==> src/rtl/road_sel_pkg.sv <==
package road_sel_pkg;

  // Magnitude of a sign-extended offset.
  function automatic logic [31:0] off_mag(input logic signed [31:0] v);
    return (v < 0) ? 32'(-v) : 32'(v);
  endfunction

  // True when a candidate of magnitude a is strictly closer than magnitude b.
  function automatic logic strictly_closer(input logic [31:0] a, input logic [31:0] b);
    return a < b;
  endfunction

  // True when a magnitude lies inside the road half-width.
  function automatic logic in_window(input logic [31:0] m, input logic [31:0] half_w);
    return m <= half_w;
  endfunction

endpackage

==> src/rtl/road_layer_slot.sv <==
module road_layer_slot
  import road_sel_pkg::*;
#(
  parameter int OFF_W  = 12,
  parameter int HALF_W = 1000
) (
  input  logic             clk,
  input  logic             rst_n,
  input  logic             clear_i,
  input  logic             hit_i,
  input  logic [OFF_W-1:0] off_i,
  output logic             have_o,
  output logic [OFF_W-1:0] off_o,
  output logic             taken_o
);

  function automatic logic signed [31:0] sext(input logic [OFF_W-1:0] v);
    return signed'({{(32-OFF_W){v[OFF_W-1]}}, v});
  endfunction

  logic             have_q;
  logic [OFF_W-1:0] off_q;
  logic             have_base;
  logic [OFF_W-1:0] off_base;
  logic [31:0]      mag_new;
  logic [31:0]      mag_old;

  always_comb begin
    have_base = clear_i ? 1'b0 : have_q;
    off_base  = clear_i ? '0 : off_q;
    mag_new   = off_mag(sext(off_i));
    mag_old   = off_mag(sext(off_base));
    taken_o   = hit_i && in_window(mag_new, 32'(HALF_W)) &&
                (!have_base || strictly_closer(mag_new, mag_old));
    have_o    = have_base | taken_o;
    off_o     = taken_o ? off_i : off_base;
  end

  always_ff @(posedge clk) begin
    if (!rst_n) begin
      have_q <= 1'b0;
      off_q  <= '0;
    end else begin
      have_q <= have_o;
      off_q  <= off_o;
    end
  end

endmodule

==> src/rtl/road_vote.sv <==
module road_vote #(
  parameter int LAYERS     = 4,
  parameter int MIN_LAYERS = 3
) (
  input  logic [LAYERS-1:0] mask_i,
  output logic              accept_o
);

  localparam int CNT_W = $clog2(LAYERS + 1);

  logic [CNT_W-1:0] populated;

  always_comb begin
    populated = '0;
    for (int i = 0; i < LAYERS; i++) begin
      populated = populated + CNT_W'(mask_i[i]);
    end
    accept_o = (32'(populated) >= 32'(MIN_LAYERS));
  end

endmodule

==> src/rtl/road_hit_selector.sv <==
module road_hit_selector #(
  parameter int LAYERS     = 4,
  parameter int OFF_W      = 12,
  parameter int ANCHOR_W   = 16,
  parameter int HALF_W     = 1000,
  parameter int MIN_LAYERS = 3,
  localparam int LAY_W     = (LAYERS > 1) ? $clog2(LAYERS) : 1
) (
  input  logic                     clk,
  input  logic                     rst_n,
  input  logic                     start_i,
  input  logic [ANCHOR_W-1:0]      anchor_in_i,
  input  logic [ANCHOR_W-1:0]      anchor_out_i,
  input  logic                     clu_valid_i,
  input  logic [LAY_W-1:0]         clu_layer_i,
  input  logic [OFF_W-1:0]         clu_off_i,
  input  logic                     end_i,
  output logic                     res_valid_o,
  output logic [LAYERS-1:0]        res_mask_o,
  output logic [LAYERS*OFF_W-1:0]  res_off_o,
  output logic                     res_accept_o,
  output logic [ANCHOR_W-1:0]      res_anchor_in_o,
  output logic [ANCHOR_W-1:0]      res_anchor_out_o
);

  logic [LAYERS-1:0]       have_next;
  logic [LAYERS*OFF_W-1:0] off_next;
  logic [LAYERS-1:0]       layer_taken;
  logic                    vote_pass;
  logic                    road_close;
  logic [ANCHOR_W-1:0]     anc_in_q;
  logic [ANCHOR_W-1:0]     anc_out_q;
  logic [ANCHOR_W-1:0]     anc_in_eff;
  logic [ANCHOR_W-1:0]     anc_out_eff;

  assign road_close = end_i;

  for (genvar g = 0; g < LAYERS; g++) begin : g_slot
    logic hit;
    assign hit = clu_valid_i && (clu_layer_i == LAY_W'(g));
    road_layer_slot #(
      .OFF_W  (OFF_W),
      .HALF_W (HALF_W)
    ) u_slot (
      .clk     (clk),
      .rst_n   (rst_n),
      .clear_i (start_i),
      .hit_i   (hit),
      .off_i   (clu_off_i),
      .have_o  (have_next[g]),
      .off_o   (off_next[g*OFF_W +: OFF_W]),
      .taken_o (layer_taken[g])
    );
  end

  road_vote #(
    .LAYERS     (LAYERS),
    .MIN_LAYERS (MIN_LAYERS)
  ) u_vote (
    .mask_i   (have_next),
    .accept_o (vote_pass)
  );

  assign anc_in_eff  = start_i ? anchor_in_i  : anc_in_q;
  assign anc_out_eff = start_i ? anchor_out_i : anc_out_q;

  always_ff @(posedge clk) begin
    if (!rst_n) begin
      anc_in_q  <= '0;
      anc_out_q <= '0;
    end else begin
      anc_in_q  <= anc_in_eff;
      anc_out_q <= anc_out_eff;
    end
  end

  always_ff @(posedge clk) begin
    if (!rst_n) begin
      res_valid_o      <= 1'b0;
      res_mask_o       <= '0;
      res_off_o        <= '0;
      res_accept_o     <= 1'b0;
      res_anchor_in_o  <= '0;
      res_anchor_out_o <= '0;
    end else begin
      res_valid_o <= road_close;
      if (road_close) begin
        res_mask_o       <= have_next;
        res_off_o        <= off_next;
        res_accept_o     <= vote_pass;
        res_anchor_in_o  <= anc_in_eff;
        res_anchor_out_o <= anc_out_eff;
      end
    end
  end

endmodule

==> config.mk <==
export PLATFORM = sky130hd
export DESIGN_NAME = road_hit_selector
export DESIGN_NICKNAME = d
export VERILOG_FILES = /design/src/rtl/road_sel_pkg.sv /design/src/rtl/road_layer_slot.sv /design/src/rtl/road_vote.sv /design/src/rtl/road_hit_selector.sv
export SDC_FILE = /design/constraint.sdc
export NUM_CORES = 1
export LEC_CHECK = 0
export BUFFER_PORTS_ARGS = -buffer_cell sky130_fd_sc_hd__buf_2
export CAP_MARGIN = 20
export CORE_MARGIN = 8
export CORE_UTILIZATION = 57
export CTS_BUF_LIST = sky130_fd_sc_hd__clkbuf_8 sky130_fd_sc_hd__clkbuf_16
export DETAILED_ROUTE_END_ITERATION = 10
export PLACE_DENSITY = 0.83
export SYNTH_ARGS = -nofsm -noshare
export SYNTH_HDL_FRONTEND = slang
export SYNTH_SLANG_ARGS = --single-unit
==> constraint.sdc <==
create_clock -name clk -period 4.5 [get_ports clk]
set_input_delay 0.225 -clock clk [delete_from_list [all_inputs] [get_ports clk]]
set_output_delay 0.225 -clock clk [all_outputs]
set_load 0.02 [all_outputs]
# == Word level (Yosys, flattened, before mapping) ==
# Cells that the tools add are included.
# word_totals
reg_bits,170
in_bits,51
# op_classes
bitwise_logic,4
n_mux,19
add_sub_neg,8
n_eq_ne,3
n_reduce_logical,21
n_lt_le_gt_ge,11
# ops
cell,n
$mux 32,5
$neg 12->32,5
$lt 32x32->1,4
$mux 12,8
$lt 12x1->1 const B,5
$le 32x10->1 const B,1
$mux 16,2
$logic_and 1x1->1,12
$add 3x1->3,2
$eq 2x2->1 const B,2
$logic_not 1->1,4
$logic_or 1x1->1,4
$mux 1,4
$or 1x1->1,4
$ge 3x2->1 const B,1
$add 1x1->2,1
$eq 2x1->1 const B,1
$logic_not 2->1,1

# == Longest topological paths before layout ==
# depth
ltp_word,11
depth_mapped,19
ltp_nobuf,17

# == Modules after synthesis ==
# From an unflattened synthesis, not the netlist that was laid out.
# unflattened
cells_unflattened,1353
hier_area_um2,11982.7
# modules_own_cells
mod,area_each_um2,seq_area_each_um2,cells_each,n_inst
road_layer_slot,1876.8,260.2,239,4
road_hit_selector,4404.2,2362.3,388,1
road_vote,71.3,0.0,9,1

# == Least setup slack after synthesis ==
# Ideal clock, no wire load.
# synth_timing
path_type,input to register
startpoint,input port clu_off_i[0]
endpoint,register res_accept_o
cell_stages,19
t_arrival_ns,3.546
required_ns,4.368
slack_ns,0.822
n_path_buf,2
cell_sequence,clkbuf_1 inv_1 ha_1 or3b_1 or3_1 a21boi_1 o2bb2ai_2 a21oi_2 buf_6 nor2_1 inv_1 ha_1 inv_1 fa_1 inv_1 ha_1 nor3b_1 nor2_1 a21oi_1
# synth_between
elab_chain_cells,10
word_cells_on_any_way,28
classes_between,4 x add/sub; 7 x order compare; 1 x mux; 4 x bitwise; 12 x reduce/logical
# synth_rtl
element,line,source
start: declaration,road_hit_selector.sv:16,"input logic [OFF_W-1:0] clu_off_i,"
$neg 12->32 / $lt 12x1->1 (equally long branches),road_sel_pkg.sv:5,return (v < 0) ? 32'(-v) : 32'(v);
$mux 32 *,road_sel_pkg.sv:5,
$le 32x10->1 / $lt 32x32->1 (equally long branches),"road_sel_pkg.sv:15, road_sel_pkg.sv:10",
$logic_and 1x1->1 / $logic_or 1x1->1 (equally long branches),"road_layer_slot.sv:33, road_layer_slot.sv:34",
$logic_and 1x1->1 *,road_layer_slot.sv:33,"taken_o = hit_i && in_window(mag_new, 32'(HALF_W)) &&"
$or 1x1->1 *,road_layer_slot.sv:35,have_o = have_base | taken_o;
via g_slot[1].u_slot.have_o,road_layer_slot.sv:12,"output logic have_o,"
$add 1x1->2 *,road_vote.sv:16,populated = populated + CNT_W'(mask_i[i]);
$add 3x1->3 * (2 in a row),road_vote.sv:16,
$ge 3x2->1 *,road_vote.sv:18,accept_o = (32'(populated) >= 32'(MIN_LAYERS));
end signal: assignment,road_hit_selector.sv:90,res_accept_o <= vote_pass;
end: declaration,road_hit_selector.sv:21,"output logic res_accept_o,"
# The timed path passes the listed nets; every way through them passes the cells marked *.
# A chain may end at the register's enable or synchronous reset.

# == Worst setup path in the final report ==
# layout_timing
startpoint,register g_slot[3].u_slot.off_q[7]
endpoint,register res_off_o[43]
# layout_between
elab_chain_cells,7
word_cells_on_any_way,8
classes_between,1 x add/sub; 2 x order compare; 3 x mux; 2 x reduce/logical
# layout_rtl
element,line,source
start: declaration,road_layer_slot.sv:22,logic [OFF_W-1:0] off_q;
start signal: assignment,road_layer_slot.sv:45,off_q <= off_o;
$mux 12 *,road_layer_slot.sv:30,off_base = clear_i ? '0 : off_q;
$neg 12->32 / $lt 12x1->1 (equally long branches),road_sel_pkg.sv:5,
$mux 32,road_sel_pkg.sv:5,
$lt 32x32->1,road_sel_pkg.sv:10,return a < b;
$logic_or 1x1->1,road_layer_slot.sv:34,"(!have_base || strictly_closer(mag_new, mag_old));"
$logic_and 1x1->1,road_layer_slot.sv:33,
$mux 12 *,road_layer_slot.sv:36,off_o = taken_o ? off_i : off_base;
end signal: assignment,road_hit_selector.sv:89,res_off_o <= off_next;
end: declaration,road_hit_selector.sv:20,"output logic [LAYERS*OFF_W-1:0] res_off_o,"
# Mark *: on every way between the ends. The rest lies on a longest branch, timed or not.

==> impl_metrics.prom <==
# TYPE chip_impl_metric gauge
chip_impl_info{name="outcome",value="complete, no violations"} 1
chip_impl_metric{name="worstPathArrival",unit="ns"} 3.95
chip_impl_metric{name="ctsResizeCount",unit=""} 0
chip_impl_metric{name="syn_area_per_cell",unit="um^2"} 8.72
chip_impl_metric{name="setup.reg_to_reg.worst_slack",unit="ns"} 0.91
chip_impl_metric{name="synth.yosys.warnings",unit=""} 0
chip_impl_metric{name="detail_route.iter0.violations",unit=""} 621
chip_impl_metric{name="h-tree-depth",unit=""} 4
chip_impl_metric{name="max_freq",unit="MHz"} 278
chip_impl_metric{name="layout_min_cycle_time",unit="ns"} 3.59
chip_impl_metric{name="synth_cell_types",unit=""} 62
chip_impl_metric{name="die_width",unit="um"} 143
chip_impl_metric{name="ioPinCount",unit=""} 137
chip_impl_info{name="endpoint_kind",value="register"} 1
chip_impl_metric{name="p_sw",unit="uW"} 1060
chip_impl_metric{name="timing.setup.tns",unit="ns"} 0
chip_impl_metric{name="cts_setup_buffers",unit=""} 0
chip_impl_metric{name="drt-vias-per-instance",unit=""} 5.93
chip_impl_metric{name="grt_max_degree",unit=""} 93
chip_impl_metric{name="clock_power_share",unit="%"} 41.7
chip_impl_info{name="worstSetupPathType",value="reg2reg"} 1
chip_impl_info{name="critical_path.endpoint",value="res_off_o[43]"} 1
chip_impl_metric{name="wl_per_cell",unit="um"} 18.0
chip_impl_metric{name="grt_pass1_wl",unit="um"} 41500
chip_impl_info{name="grt_setup_unrepaired",value="no"} 1
chip_impl_metric{name="fin_cells",unit=""} 1418
chip_impl_metric{name="die_area",unit="mm^2"} 0.0205
chip_impl_metric{name="clk_latency",unit="ns"} 0.43
chip_impl_info{name="leading_area_contributor_after_synthesis",value="sky130_fd_sc_hd__dfxtp_1"} 1
chip_impl_metric{name="grt_overflow",unit=""} 0
chip_impl_metric{name="gp_routability_congestion",unit=""} 0.923
chip_impl_metric{name="post-place-ws",unit="ns"} 0.719
chip_impl_metric{name="globalRouteTotalUtil",unit="%"} 25.4
chip_impl_info{name="yosys_most_used_dff",value="sky130_fd_sc_hd__dfxtp_1"} 1
chip_impl_metric{name="p_leak",unit="uW"} 0.00447
chip_impl_metric{name="pwr_density_cell",unit="mW/mm^2"} 349
chip_impl_metric{name="layout-drive-gt1-share",unit="%"} 18.4
chip_impl_metric{name="final.hold.worst_slack",unit="ns"} 0.0497
chip_impl_metric{name="fin_worst_skew",unit="ns"} 0.0119
chip_impl_metric{name="netlist.area_leader.share",unit="%"} 36.9
chip_impl_metric{name="async_reset_ff_share",unit="%"} 0
chip_impl_metric{name="timing.reg2reg.worst_path_depth",unit=""} 14
chip_impl_metric{name="irDropWorstVdd",unit="uV"} 291
chip_impl_metric{name="num_vias",unit=""} 8410
chip_impl_metric{name="netSwitchingFraction",unit="%"} 28.4
chip_impl_metric{name="placed_cells_incl_taps",unit=""} 1386
chip_impl_metric{name="tritoncts_num_sinks",unit=""} 170
chip_impl_metric{name="placeableCoreArea",unit="mm^2"} 0.0158
chip_impl_metric{name="design.final.nets",unit=""} 1313
chip_impl_metric{name="finalCritPeriodShare",unit="%"} 79.9
chip_impl_metric{name="routed_wirelength",unit="um"} 25600
chip_impl_metric{name="finalSetupViolCount",unit=""} 0
chip_impl_metric{name="ys_seq_elements",unit=""} 170
chip_impl_info{name="worst_setup_path_start_kind",value="register"} 1
chip_impl_metric{name="place.port_buffers",unit=""} 136
chip_impl_info{name="critPathLaunch",value="g_slot[3].u_slot.off_q[7]"} 1
chip_impl_metric{name="cts.reportedPaths.clkPinSlew",unit="ns"} 0.07
chip_impl_metric{name="dp_hpwl",unit="um"} 18000
chip_impl_info{name="hp-class",value="in2reg"} 1
chip_impl_metric{name="max_slew.worst_pin.slew",unit="ns"} 0.834
chip_impl_metric{name="slew_headroom",unit="%"} 44.4
chip_impl_metric{name="synth-seq-area-share",unit="%"} 36.9
chip_impl_metric{name="worst_slack",unit="ns"} 0.905
chip_impl_metric{name="initial_antenna_violation_count",unit=""} 1
chip_impl_metric{name="antennaDiodeCount",unit=""} 0
chip_impl_metric{name="dieHeight",unit="um"} 143
chip_impl_info{name="cts_root_buffer",value="sky130_fd_sc_hd__clkbuf_16"} 1
chip_impl_metric{name="first_global_vias",unit=""} 8310
chip_impl_metric{name="power_frac_comb",unit="%"} 15.3
chip_impl_info{name="regToRegStartpoint",value="g_slot[3].u_slot.off_q[7]"} 1
chip_impl_metric{name="ctsLongestPathBuffers",unit=""} 2
chip_impl_metric{name="fp-row-count",unit=""} 46
chip_impl_metric{name="initial_core_util",unit="%"} 58.2
chip_impl_metric{name="drt_pass1_iterations",unit=""} 5
chip_impl_metric{name="worst-endpoint-required",unit="ns"} 4.86
chip_impl_metric{name="crit_path_max_fanout",unit=""} 13
chip_impl_metric{name="cts_hold_buf",unit=""} 0
chip_impl_metric{name="post_synth_instance_area",unit="mm^2"} 0.00922
chip_impl_info{name="timing.rr.end",value="res_off_o[43]"} 1
chip_impl_metric{name="ant_nets",unit=""} 0
chip_impl_metric{name="synth-edff-count",unit=""} 0
chip_impl_metric{name="netlist_instances",unit=""} 1057
chip_impl_metric{name="max_cap_viol_count",unit=""} 0
chip_impl_metric{name="remaining_drc_errors",unit=""} 0
chip_impl_metric{name="power.sequential.fraction",unit="%"} 43.0
chip_impl_metric{name="report.final.hold_viol_count",unit=""} 0
chip_impl_metric{name="final_max_slew_viol_count",unit=""} 0
chip_impl_info{name="cts_tree",value="done"} 1
chip_impl_metric{name="flow.area_growth_from_synthesis",unit="%"} 16.4
chip_impl_info{name="yosys-top-cells-area",value="sky130_fd_sc_hd__dfxtp_1 37%, sky130_fd_sc_hd__ha_1 9.8%, sky130_fd_sc_hd__nor2_1 4.6%"} 1
chip_impl_metric{name="cts_buffers",unit=""} 17
chip_impl_metric{name="total_internal_power",unit="uW"} 2680
==> placed cells by master, fill, tap and decap left out, types with 40 or more instances in the layout <==
cell	synthesis	routed
sky130_fd_sc_hd__nor2_1	112	112
sky130_fd_sc_hd__a31oi_1	48	48
sky130_fd_sc_hd__buf_2	6	135
sky130_fd_sc_hd__dfxtp_1	170	170
sky130_fd_sc_hd__nand3_1	50	50
sky130_fd_sc_hd__ha_1	72	72
sky130_fd_sc_hd__conb_1	2	40
sky130_fd_sc_hd__nand2_1	72	72
sky130_fd_sc_hd__o21ai_0	74	74
sky130_fd_sc_hd__xnor2_1	46	46
sky130_fd_sc_hd__a21oi_1	61	61
sky130_fd_sc_hd__a211oi_1	40	40
==> sequential cells by signal (all words and copies together), names as in the netlist <==
name and count:
res_anchor_out_o 16, g_slot.u_slot.off_q 48, anc_in_q 16, res_mask_o 4
anc_out_q 16, g_slot.u_slot.have_q 4, res_accept_o 1, res_anchor_in_o 16
res_off_o 48, res_valid_o 1
==> how the worst min path moves through the flow <==
stage / end / depth (start not counted) / slack (ns) / start
2_1_floorplan: anc_in_q[0] / 2 / 0.39 / anchor_in_i[0]
3_3_place_gp: res_anchor_in_o[15] / 2 / 0.47 / res_anchor_in_o[15]
3_5_place_dp: res_anchor_in_o[5] / 2 / 0.48 / res_anchor_in_o[5]
4_1_cts: anc_in_q[9] / 3 / 0.03 / anchor_in_i[9]
5_1_grt: anc_out_q[14] / 3 / 0.04 / anchor_out_i[14]
6_report: anc_in_q[13] / 3 / 0.05 / anchor_in_i[13]
==> kinds of logic after synthesis <==
| logic type | Yosys count | share of synthesized area, % |
|---|---|---|
| other cells | 2 | 0.0815 |
| fa+ha+maj | 73 | 9.99 |
| buf+inv | 94 | 4.53 |
| mux | 37 | 4.09 |
| simple gates | 292 | 14.6 |
| flops | 170 | 36.9 |
| compound gates | 342 | 25.4 |
| xor+xnor | 47 | 4.47 |
==> Yosys cell counts (4+ instances only) <==
| cell type | instances |
|---|---|
| sky130_fd_sc_hd__nor2_1 | 112 |
| sky130_fd_sc_hd__o211ai_2 | 15 |
| sky130_fd_sc_hd__mux2_2 | 5 |
| sky130_fd_sc_hd__clkbuf_1 | 58 |
| sky130_fd_sc_hd__buf_2 | 6 |
| sky130_fd_sc_hd__o211ai_1 | 24 |
| sky130_fd_sc_hd__nand3_1 | 50 |
| sky130_fd_sc_hd__a31oi_1 | 48 |
| sky130_fd_sc_hd__nand4_1 | 5 |
| sky130_fd_sc_hd__or3_1 | 5 |
| sky130_fd_sc_hd__o41ai_1 | 4 |
| sky130_fd_sc_hd__a41o_1 | 7 |
| sky130_fd_sc_hd__nor3_1 | 8 |
| sky130_fd_sc_hd__dfxtp_1 | 170 |
| sky130_fd_sc_hd__nand2b_1 | 6 |
| sky130_fd_sc_hd__xnor2_1 | 46 |
| sky130_fd_sc_hd__nor2b_1 | 9 |
| sky130_fd_sc_hd__buf_6 | 7 |
| sky130_fd_sc_hd__buf_1 | 8 |
| sky130_fd_sc_hd__mux2i_1 | 32 |
| sky130_fd_sc_hd__a211oi_1 | 40 |
| sky130_fd_sc_hd__nand2_1 | 72 |
| sky130_fd_sc_hd__and3_1 | 4 |
| sky130_fd_sc_hd__o31ai_1 | 16 |
| sky130_fd_sc_hd__or4_1 | 5 |
| sky130_fd_sc_hd__o21a_1 | 8 |
| sky130_fd_sc_hd__ha_1 | 72 |
| sky130_fd_sc_hd__inv_1 | 12 |
| sky130_fd_sc_hd__a21o_1 | 16 |
| sky130_fd_sc_hd__a21oi_1 | 61 |
| sky130_fd_sc_hd__o21ai_0 | 74 |
==> per-layer routing <==
layer | GRT usage (%) | wire length [um]
met5 | 0 | 8
met4 | 13.1 | 998
met3 | 9.68 | 2670
met2 | 40.0 | 11400
met1 | 29.5 | 10500
==> power by group through the flow <==
stage	combinational, uW	clock, uW	sequential [uW]
final	573	1560	1610
after global routing	636	1640	1620
after CTS	563	1580	1610
after detailed placement	557	0	1640
after global placement	545	0	1640
after floorplan	340	0	1690
==> metrics by stage <==
stage               utilization (%)  power (uW)  instance area, um^2
detailed placement             63.9        2200                10100
global placement               63.9        2190                10100
floorplan                         -        2030                 9360
CTS                            67.8        3750                10700
global route                   67.8        3890                10700
finish                         67.8        3740                10700
==> final cells by class <==
class                           count  area (um^2)
Timing Repair Buffer              156          846
Clock inverter                     14          183
Clock buffer                       18          439
Multi-Input combinational cell    831         5540
Sequential cell                   170         3400
Inverter                           13         50.0
Tap cell                          216          270
Fill cell                        1266         5100
==> critical path: stages (launching register included) <==
cell	delay, ns
sky130_fd_sc_hd__dfxtp_1	0.34
sky130_fd_sc_hd__or4_1	0.53
sky130_fd_sc_hd__and2_1	0.18
sky130_fd_sc_hd__or3_1	0.31
sky130_fd_sc_hd__nand2_1	0.10
sky130_fd_sc_hd__xnor2_1	0.13
sky130_fd_sc_hd__nand2_1	0.09
sky130_fd_sc_hd__ha_1	0.33
sky130_fd_sc_hd__a211oi_1	0.26
sky130_fd_sc_hd__o21bai_1	0.14
sky130_fd_sc_hd__a41o_1	0.23
sky130_fd_sc_hd__a41oi_1	0.31
sky130_fd_sc_hd__buf_4	0.26
sky130_fd_sc_hd__nand3_1	0.11
sky130_fd_sc_hd__a31oi_1	0.20
No activity file was read; power rests on OpenSTA's default activity.
